## src/rtl/cvs_pkg.sv

```systemverilog
package cvs_pkg;
  typedef enum logic {
    SCAN_IDLE = 1'b0,
    SCAN_RUN  = 1'b1
  } scan_state_e;
endpackage

```

## src/rtl/cvs_frame_bits.sv

```systemverilog
module cvs_frame_bits #(
  parameter int NFRAMES = 8,
  parameter int IDX_W   = 3
) (
  input  logic               clk,
  input  logic               rst_n,
  input  logic               acc_valid,
  input  logic [IDX_W-1:0]   acc_frame,
  input  logic               acc_write,
  input  logic               fill_valid,
  input  logic [IDX_W-1:0]   fill_frame,
  input  logic               clr_valid,
  input  logic [IDX_W-1:0]   clr_frame,
  output logic [NFRAMES-1:0] ref_vec,
  output logic [NFRAMES-1:0] dirty_vec,
  output logic [NFRAMES-1:0] occ_vec
);

  for (genvar f = 0; f < NFRAMES; f++) begin : g_frame
    logic hit_acc, hit_fill, hit_clr, upd_en;
    logic ref_q, ref_d, dirty_q, dirty_d, occ_q, occ_d;

    assign hit_acc  = acc_valid  && (acc_frame  == IDX_W'(f));
    assign hit_fill = fill_valid && (fill_frame == IDX_W'(f));
    assign hit_clr  = clr_valid  && (clr_frame  == IDX_W'(f));
    assign upd_en   = hit_acc || hit_fill || hit_clr;

    // The scan clear comes first, so an access or a fill in the same cycle wins.
    always_comb begin
      ref_d   = ref_q;
      dirty_d = dirty_q;
      occ_d   = occ_q;
      if (hit_clr)              ref_d   = 1'b0;
      if (hit_fill || hit_acc)  ref_d   = 1'b1;
      if (hit_fill)             dirty_d = 1'b0;
      if (hit_acc && acc_write) dirty_d = 1'b1;
      if (hit_fill)             occ_d   = 1'b1;
    end

    always_ff @(posedge clk or negedge rst_n) begin
      if (!rst_n) begin
        ref_q   <= 1'b0;
        dirty_q <= 1'b0;
        occ_q   <= 1'b0;
      end else if (upd_en) begin
        ref_q   <= ref_d;
        dirty_q <= dirty_d;
        occ_q   <= occ_d;
      end
    end

    assign ref_vec[f]   = ref_q;
    assign dirty_vec[f] = dirty_q;
    assign occ_vec[f]   = occ_q;
  end

endmodule

```

## src/rtl/cvs_free_pick.sv

```systemverilog
module cvs_free_pick #(
  parameter int NFRAMES = 8,
  parameter int IDX_W   = 3
) (
  input  logic [NFRAMES-1:0] occ_vec,
  output logic               any_free,
  output logic [IDX_W-1:0]   free_idx
);

  // Walk downward so the lowest free index is the last one written.
  always_comb begin
    any_free = 1'b0;
    free_idx = '0;
    for (int i = NFRAMES - 1; i >= 0; i--) begin
      if (!occ_vec[i]) begin
        any_free = 1'b1;
        free_idx = IDX_W'(i);
      end
    end
  end

endmodule

```

## src/rtl/cvs_hand_seq.sv

```systemverilog
module cvs_hand_seq
  import cvs_pkg::*;
#(
  parameter int NFRAMES = 8,
  parameter int IDX_W   = 3
) (
  input  logic               clk,
  input  logic               rst_n,
  input  logic               req,
  input  logic               any_free,
  input  logic [IDX_W-1:0]   free_idx,
  input  logic [NFRAMES-1:0] ref_vec,
  input  logic [NFRAMES-1:0] dirty_vec,
  output logic               busy,
  output logic               done,
  output logic [IDX_W-1:0]   victim,
  output logic               victim_dirty,
  output logic               victim_free,
  output logic [IDX_W-1:0]   hand,
  output logic               clr_valid,
  output logic [IDX_W-1:0]   clr_frame
);

  localparam logic [IDX_W-1:0] LAST_IDX = IDX_W'(NFRAMES - 1);

  scan_state_e      st_q, st_d;
  logic [IDX_W-1:0] hand_q, hand_d, hand_nxt;
  logic             done_q, done_d;
  logic [IDX_W-1:0] vic_q, vic_d;
  logic             vdirty_q, vdirty_d, vfree_q, vfree_d;

  assign hand_nxt = (hand_q == LAST_IDX) ? '0 : hand_q + 1'b1;

  always_comb begin
    st_d      = st_q;
    hand_d    = hand_q;
    done_d    = 1'b0;
    vic_d     = vic_q;
    vdirty_d  = vdirty_q;
    vfree_d   = vfree_q;
    clr_valid = 1'b0;
    unique case (st_q)
      SCAN_IDLE: begin
        if (req) st_d = SCAN_RUN;
      end
      SCAN_RUN: begin
        if (any_free) begin
          done_d   = 1'b1;
          vic_d    = free_idx;
          vdirty_d = 1'b0;
          vfree_d  = 1'b1;
          st_d     = SCAN_IDLE;
        end else if (!ref_vec[hand_q]) begin
          done_d   = 1'b1;
          vic_d    = hand_q;
          vdirty_d = dirty_vec[hand_q];
          vfree_d  = 1'b0;
          hand_d   = hand_nxt;
          st_d     = SCAN_IDLE;
        end else begin
          clr_valid = 1'b1;
          hand_d    = hand_nxt;
        end
      end
      default: st_d = SCAN_IDLE;
    endcase
  end

  always_ff @(posedge clk or negedge rst_n) begin
    if (!rst_n) begin
      st_q     <= SCAN_IDLE;
      hand_q   <= '0;
      done_q   <= 1'b0;
      vic_q    <= '0;
      vdirty_q <= 1'b0;
      vfree_q  <= 1'b0;
    end else begin
      st_q   <= st_d;
      hand_q <= hand_d;
      done_q <= done_d;
      if (done_d) begin
        vic_q    <= vic_d;
        vdirty_q <= vdirty_d;
        vfree_q  <= vfree_d;
      end
    end
  end

  assign busy         = (st_q == SCAN_RUN);
  assign done         = done_q;
  assign victim       = vic_q;
  assign victim_dirty = vdirty_q;
  assign victim_free  = vfree_q;
  assign hand         = hand_q;
  assign clr_frame    = hand_q;

endmodule

```

## src/rtl/clock_victim_sel.sv

```systemverilog
module clock_victim_sel #(
  parameter int NFRAMES = 8,
  parameter int IDX_W   = (NFRAMES > 1) ? $clog2(NFRAMES) : 1
) (
  input  logic             clk,
  input  logic             rst_n,
  input  logic             acc_valid,
  input  logic [IDX_W-1:0] acc_frame,
  input  logic             acc_write,
  input  logic             fill_valid,
  input  logic [IDX_W-1:0] fill_frame,
  input  logic             req,
  output logic             busy,
  output logic             done,
  output logic [IDX_W-1:0] victim,
  output logic             victim_dirty,
  output logic             victim_free
);

  logic [1:0]         rst_pipe;
  logic               core_rst_n;
  logic [NFRAMES-1:0] ref_vec, dirty_vec, occ_vec;
  logic               any_free, clr_valid;
  logic [IDX_W-1:0]   free_idx, clr_frame, hand;

  // Reset asserts at once and is released two clock edges later.
  always_ff @(posedge clk or negedge rst_n) begin
    if (!rst_n) rst_pipe <= 2'b00;
    else        rst_pipe <= {rst_pipe[0], 1'b1};
  end
  assign core_rst_n = rst_pipe[1];

  cvs_frame_bits #(.NFRAMES(NFRAMES), .IDX_W(IDX_W)) u_bits (
    .clk(clk), .rst_n(core_rst_n),
    .acc_valid(acc_valid), .acc_frame(acc_frame), .acc_write(acc_write),
    .fill_valid(fill_valid), .fill_frame(fill_frame),
    .clr_valid(clr_valid), .clr_frame(clr_frame),
    .ref_vec(ref_vec), .dirty_vec(dirty_vec), .occ_vec(occ_vec)
  );

  cvs_free_pick #(.NFRAMES(NFRAMES), .IDX_W(IDX_W)) u_free (
    .occ_vec(occ_vec), .any_free(any_free), .free_idx(free_idx)
  );

  cvs_hand_seq #(.NFRAMES(NFRAMES), .IDX_W(IDX_W)) u_seq (
    .clk(clk), .rst_n(core_rst_n), .req(req),
    .any_free(any_free), .free_idx(free_idx),
    .ref_vec(ref_vec), .dirty_vec(dirty_vec),
    .busy(busy), .done(done), .victim(victim),
    .victim_dirty(victim_dirty), .victim_free(victim_free),
    .hand(hand), .clr_valid(clr_valid), .clr_frame(clr_frame)
  );

endmodule

```

## config.mk

```make
export PLATFORM = sky130hd
export DESIGN_NAME = clock_victim_sel
export DESIGN_NICKNAME = d
export VERILOG_FILES = /design/src/rtl/cvs_pkg.sv /design/src/rtl/cvs_frame_bits.sv /design/src/rtl/cvs_free_pick.sv /design/src/rtl/cvs_hand_seq.sv /design/src/rtl/clock_victim_sel.sv
export SDC_FILE = /design/constraint.sdc
export NUM_CORES = 1
export LEC_CHECK = 0
export BUFFER_PORTS_ARGS = -buffer_cell sky130_fd_sc_hd__buf_2
export CAP_MARGIN = 30
export CORE_MARGIN = 2
export CORE_UTILIZATION = 35
export CTS_CLUSTER_DIAMETER = 50
export DETAILED_ROUTE_END_ITERATION = 16
export SLEW_MARGIN = 25
export SYNTH_ARGS = -nofsm -noshare
export SYNTH_HDL_FRONTEND = slang
export SYNTH_SLANG_ARGS = --single-unit
```

## constraint.sdc

```tcl
create_clock -name clk -period 3.34 [get_ports clk]
set_input_delay 0.668 -clock clk [delete_from_list [all_inputs] [get_ports clk]]
set_output_delay 0.668 -clock clk [all_outputs]
set_load 0.005 [all_outputs]
```

==> reports/results.txt, run 1 <==
Initial Util -> 0.359
FF/Latch Area -> 901 sq um
Max_cap viols -> 0
CTS Buf Count -> 5
Core area -> 5440 sq um
DP HPWL -> 3150 microns
Port bufs -> 18
Row Count -> 27
Crit. End Element -> register
Largest net degree at the start of global routing -> 35
Slowest-stage cell, CP -> dfrtp_1
Syn Std Cell Area -> 1950 sq um
Critical path's top delay family -> flip-flops
Number of flops mapped to enable cells by yosys -> 0
Post-CTS Setup Inserts -> 0
Setup crit start -> u_seq.clr_frame[0]$_DFFE_PN0P_
R2R Setup Slk -> 1.54 ns
Nets -> 220
Area of the multi-input gates -> 947 sq um
Kind of start point of the critical path -> register
Ports -> 19
Max Buffers Root-to-Sink -> 2
WP data arrival -> 1.95 ns
Area delta synth->final -> 13.0%
GP Congestion -> 0.805
H-tree levels -> 2
Min-Delay Path Class -> in2async
Synthesized area per cell -> 10.9 sq um
Layout cells sized above 1 -> 0.233
Total congestion overflow -> 0
Vias/cell -> 5.19
Sequential share of the synthesized area -> 0.461
Ys flop type -> dfrtp_1
Initial DRT Pass Iterations -> 5
Setup Crit Path Kind -> reg2reg
DR iter-0 viols -> 68
Crit path buf inv count -> 1
CP cell instances -> ha_1 > ha_1 > inv_1 > o41ai_1 > o211ai_1
RSZ-0062 raised after global routing -> false
Final Skew -> 0.00274 ns
Worst skew pair latency -> 0.29 ns
Worst setup path endpoint -> u_bits.g_frame[3].ref_q$_DFFE_PN0P_
Filler cells -> 532
Via count -> 1422
Reg2reg end -> u_bits.g_frame[3].ref_q$_DFFE_PN0P_
Pwr per Cell Area -> 751 nW/um^2
Die H -> 78.7 microns
Root Buffer -> clkbuf_8
Area after DPL -> 2110 sq um
Die width -> 78.7 microns
Leak Pwr -> 0.978 nW
Critical path depth -> 5
Hold-fix buffers, CTS -> 0
ANT cells -> 0
DRC errors left -> 0
First-pass GRT wire length -> 7330 microns
Slew Viols, Final -> 0
Tot GR Track Use -> 0.156
Net Count, Synth -> 197
Crit Path Max Fanout -> 13
R2R cell count -> 5
Syn Inst Count -> 179
Critical Path RT -> 3.49 ns
Clk sinks -> 36
Most used cell along the critical path -> ha_1
CTS tree -> done
Setup violations, final -> 0
Post-route ant nets -> 0
R2r startpoint -> u_seq.clr_frame[0]$_DFFE_PN0P_
Async S/R FF share, synth -> 1.00
Min cycle time layout -> 1.80 ns
Peak per-stage delay on the critical path -> 0.65 ns
DRT Wirelength -> 4230 microns
Library cells used by synthesis -> 49
Total Die Area -> 6190 sq um
Mean routed wirelength per cell -> 15.5 microns
Max Clk Rate -> 555 MHz
Peak supply drop -> 335 uV
Status -> completed
Resize count post-CTS -> 0
Finished Cell Area -> 2210 sq um
Vias in the first global route -> 1433
Final hold vios -> 0
Worst-path clk slew -> 0.07 ns
Ys Warns -> 0
Setup TNS -> 0 ns
#FFs+latches synth -> 36
Post-route clock period utilization -> 0.539
Initial antenna violation count -> 0
## synth_stat cells, types with 2 or more instances
master    number  share of area
a21o_1         4          0.015
o22ai_4        2          0.021
nor3b_1        5          0.019
nand3_1        2         0.0051
nand4b_1       3          0.013
dfrtp_1       36           0.46
o211ai_1       3          0.012
mux4_1         2          0.027
mux2_4         3          0.023
o21ai_0       13          0.033
or2_2          4          0.013
o221ai_1       5          0.022
nand4_1        4          0.013
nor3_1         3         0.0077
nand2b_1       5          0.016
mux4_2         2          0.023
nor2_1         5         0.0096
inv_1         20          0.038
a221oi_1       2         0.0090
nand2_1       18          0.035
ha_1           6          0.038
o41ai_1        2         0.0090
o22ai_1        3         0.0096
nand3b_1       2         0.0077
## how the worst min path moves through the flow
stage | start | end | slack (ns) | cells past startpoint
floorplan | rst_pipe[0]$_DFF_PN0_ | rst_pipe[1]$_DFF_PN0_ | 0.33 | 0
global placement | rst_pipe[1]$_DFF_PN0_ | u_bits.g_frame[5].dirty_q$_DFFE_PN0P_ | 0.29 | 1
detailed placement | rst_pipe[1]$_DFF_PN0_ | u_bits.g_frame[1].ref_q$_DFFE_PN0P_ | 0.29 | 1
CTS | rst_n | rst_pipe[1]$_DFF_PN0_ | 0.14 | 1
global route | rst_n | rst_pipe[1]$_DFF_PN0_ | 0.14 | 1
finish | rst_n | rst_pipe[0]$_DFF_PN0_ | 0.15 | 1
## through the flow
step | setup slack, ns | instances | util | hold slack [ns] | power (W)
floorplan | 1.86 | 179 | - | 0.331 | 0.00117
global placement | 1.53 | 267 | 0.388 | 0.288 | 0.00132
detailed placement | 1.54 | 267 | 0.388 | 0.292 | 0.00133
CTS | 1.51 | 274 | 0.406 | 0.144 | 0.00167
global route | 1.32 | 274 | 0.406 | 0.138 | 0.00179
finish | 1.54 | 274 | 0.406 | 0.147 | 0.00166
## where the power goes
part	total [W]	internal (W)	switching, W
Sequential	0.000693	0.000544	0.000149
Clock	0.000341	0.000184	0.000157
Combinational	0.000624	0.000325	0.000299
## flip-flops by register name, indices dropped and copies added (netlist names)
signal,count
u_seq.victim_dirty,1
u_bits.g_frame.dirty_q,8
u_seq.busy,1
u_bits.g_frame.occ_q,8
u_seq.victim,3
u_bits.g_frame.ref_q,8
u_seq.victim_free,1
u_seq.done,1
rst_pipe,2
u_seq.clr_frame,3
## cells by family after synthesis
kind of cell,Yosys count,synth area share
and+or+nand+nor,60,0.176
AOI/OAI and AO/OA,44,0.185
DFF,36,0.461
buffers and inverters,23,0.0538
muxes,9,0.0839
adders and majority gates,6,0.0384
other,1,0.00192
## per-layer routing
layer	up-vias	GRT usage	part of all wire	wire (microns)
met2	31	0.220	0.43	1800
met5	-	0	0	0
met3	8	0.0352	0.041	174
met1	680	0.236	0.52	2200
met4	0	0.0526	0.014	58
li1	703	-	-	-
## final cells by class
type,instances,share of cell area
clock buffer,7,0.0437
multi-input combinational,120,0.429
tap,72,0.0408
inverter,20,0.0340
sequential,36,0.408
timing repair buffer,19,0.0442
## cell usage in the layout, fill, tap and decap left out, drive strengths merged, types with 5 or more instances in the layout
master | synthesis | routed
o21ai | 13 | 13
dfrtp | 36 | 36
clkbuf | 1 | 7
o22ai | 5 | 5
nand2b | 5 | 5
nor3b | 5 | 5
ha | 6 | 6
nor2 | 6 | 6
o221ai | 5 | 5
inv | 20 | 20
buf | 2 | 19
nand2 | 18 | 18
Power figures use the tool's default switching activity.
==> run 2, diff against run 1 <==
--- a/config.mk
+++ b/config.mk
@@ -5,6 +5,7 @@
 export SDC_FILE = /design/constraint.sdc
 export NUM_CORES = 1
 export LEC_CHECK = 0
+export ABC_AREA = 1
 export BUFFER_PORTS_ARGS = -buffer_cell sky130_fd_sc_hd__buf_2
 export CAP_MARGIN = 30
 export CORE_MARGIN = 2
==> constraint.sdc (replaced) <==
create_clock -name clk -period 1.7 [get_ports clk]
set_input_delay 0.34 -clock clk [delete_from_list [all_inputs] [get_ports clk]]
set_output_delay 0.34 -clock clk [all_outputs]
set_load 0.005 [all_outputs]
==> run 2 against run 1 <==
  * Clock skew is 0.010 ns higher
  * Power is 98% higher
  * Utilization is 1.6 points higher
  * Area after synthesis is 2.0% lower
  * Die area is 1.9% lower
  * Maximum frequency is 20% higher
  * Register-to-register slack worse by 1.3 ns
  * Sequential share of layout area is 0.19 points higher
  * Hold slack better by 0.12 ns
==> reports/results.txt, run 2 <==
Slew Viols, Final -> 0
Initial antenna violation count -> 0
Resize count post-CTS -> 0
Status -> completed
Final Skew -> 0.0128 ns
Layout cells sized above 1 -> 0.181
Vias in the first global route -> 1462
R2R cell count -> 9
Library cells used by synthesis -> 26
Peak supply drop -> 507 uV
First-pass GRT wire length -> 7100 microns
Initial DRT Pass Iterations -> 4
Sequential share of the synthesized area -> 0.471
ANT cells -> 0
Slowest-stage cell, CP -> dfrtp_1
Max Buffers Root-to-Sink -> 2
Clk sinks -> 36
Area share of the largest cell type after synthesis -> 0.471
Root Buffer -> clkbuf_8
Number of flops mapped to enable cells by yosys -> 0
DRT Wirelength -> 4150 microns
Peak per-stage delay on the critical path -> 0.50 ns
Syn Inst Count -> 249
DP HPWL -> 3150 microns
WP data arrival -> 1.69 ns
Total Die Area -> 6070 sq um
Setup violations, final -> 0
Synth area leader -> dfrtp_1
CTS tree -> done
Leak Pwr -> 1.18 nW
DRC errors left -> 0
#FFs+latches synth -> 36
Die width -> 77.9 microns
H-tree levels -> 2
Setup TNS -> 0 ns
Largest net degree at the start of global routing -> 35
Critical Path RT -> 1.89 ns
Min-Delay Path Class -> reg2async
Net Count, Synth -> 267
Tot GR Track Use -> 0.153
Ys flop type -> dfrtp_1
Synth top cells by count -> nand2_1, inv_1, dfrtp_1
Commonest non-fill, non-tap cells in the layout -> nand2_1, inv_1, dfrtp_1, nor2_1, nand3_1
Pwr per Cell Area -> 1490 nW/um^2
Ys Warns -> 0
Commonest non-fill, non-tap cell in the layout -> nand2_1
Final Power -> 0.00328 W
CP cell instances -> inv_1 > nand2_1 > nand3_1 > nand2_1 > nand2_2 > nand2_4 > nand3_1 > nand2_1 > nand2_1
Worst-path clk slew -> 0.08 ns
Final Non-Filler Cells -> 346
Max_cap viols -> 0
Min cycle time layout -> 1.50 ns
Dpl cells -> 337
Util after Layout -> 0.422
Initial Util -> 0.368
DR iter-0 viols -> 83
Port bufs -> 18
Worst skew pair latency -> 0.29 ns
Mean routed wirelength per cell -> 12.0 microns
Vias/cell -> 4.45
Final hold vios -> 0
Async S/R FF share, synth -> 1.00
Nets -> 293
CTS Buf Count -> 5
GP Congestion -> 0.838
Setup Crit Path Kind -> reg2reg
Core area -> 5200 sq um
Die H -> 77.9 microns
Area delta synth->final -> 14.8%
Total congestion overflow -> 0
Max Clk Rate -> 665 MHz
Post-route ant nets -> 0
Syn Std Cell Area -> 1910 sq um
Crit. End Element -> register
Top cells by area, synth -> dfrtp_1, nand2_1, inv_1
Most used cell along the critical path -> nand2_1
Via count -> 1541
Crit Path Max Fanout -> 9
Top-count cell post-synth -> nand2_1
Kind of start point of the critical path -> register
Post-route clock period utilization -> 0.885
Synthesized area per cell -> 7.68 sq um
RSZ-0062 raised after global routing -> false
Ports -> 19
Row Count -> 26
Largest registers -> u_bits.g_frame.dirty_q x8, u_bits.g_frame.occ_q x8, u_bits.g_frame.ref_q x8
## run 2: final cells by class
class	count	area [sq um]
repair buffers	23	130
flip-flops and latches	36	901
fillers	554	3010
inverters	41	156
clock buffers	7	86.3
multi-input cells	168	828
clock inverters	1	7.51
well taps	70	87.6
## run 2: critical path, delay by kind of cell (launching register included)
kind | cells | cell delay, ns
flip-flops | 1 | 0.50
AND/OR/NAND/NOR | 8 | 0.71
buffers and inverters | 1 | 0.19
## run 2: cells by family (layout without fill, tap and decap cells)
group / count (synthesis) / in the layout / share of synthesized area
compound gates: 24 / 24 / 0.0726
fa+ha+maj: 6 / 6 / 0.0392
buf+inv: 45 / 72 / 0.0961
flops: 36 / 36 / 0.471
other cells: 1 / 1 / 0.00196
simple gates: 137 / 137 / 0.319
## run 2: layer usage
metal | track usage | vias to the layer above | part of all wire
li1 | - | 812 | -
met1 | 0.209 | 694 | 0.51
met2 | 0.232 | 31 | 0.44
met3 | 0.0384 | 4 | 0.031
met4 | 0.0632 | 0 | 0.012
met5 | 0 | - | 0
## run 2: worst paths after layout
check / start / endpoint / slack (ns)
setup / recovery: u_seq.clr_frame[0]$_DFFE_PN0P_ / u_bits.g_frame[4].ref_q$_DFFE_PN0P_ / 0.20
hold / removal: rst_pipe[1]$_DFF_PN0_ / u_bits.g_frame[1].occ_q$_DFFE_PN0P_ / 0.26
setup reg to reg: u_seq.clr_frame[0]$_DFFE_PN0P_ / u_bits.g_frame[4].ref_q$_DFFE_PN0P_ / 0.20
hold reg to reg: rst_pipe[1]$_DFF_PN0_ / u_bits.g_frame[1].occ_q$_DFFE_PN0P_ / 0.26
max in group asynchronous: rst_pipe[1]$_DFF_PN0_ / u_bits.g_frame[1].ref_q$_DFFE_PN0P_ / 1.11
min in group clk: req / u_seq.busy$_DFF_PN0_ / 0.29
## run 2: what timing repair did
action,4_1_cts,5_1_grt
buffers inserted,0,0
endpoints found under the hold margin,2,0
hold buffers,1,0
## run 2: metrics by stage
stage | cell area [sq um] | setup WS, ns | hold slack, ns
after CTS | 2200 | 0.204 | 0.282
after floorplan | 1910 | 0.451 | 0.0444
after global placement | 2090 | 0.265 | 0.127
after global routing | 2200 | 0.0451 | 0.293
after detailed placement | 2090 | 0.255 | 0.128
final | 2200 | 0.196 | 0.262
## run 2: report_power, final
group,total [W],internal (W),switching [W]
combinational,0.00138,0.000519,0.000864
sequential,0.00126,0.00109,0.000170
clock,0.000632,0.000329,0.000303
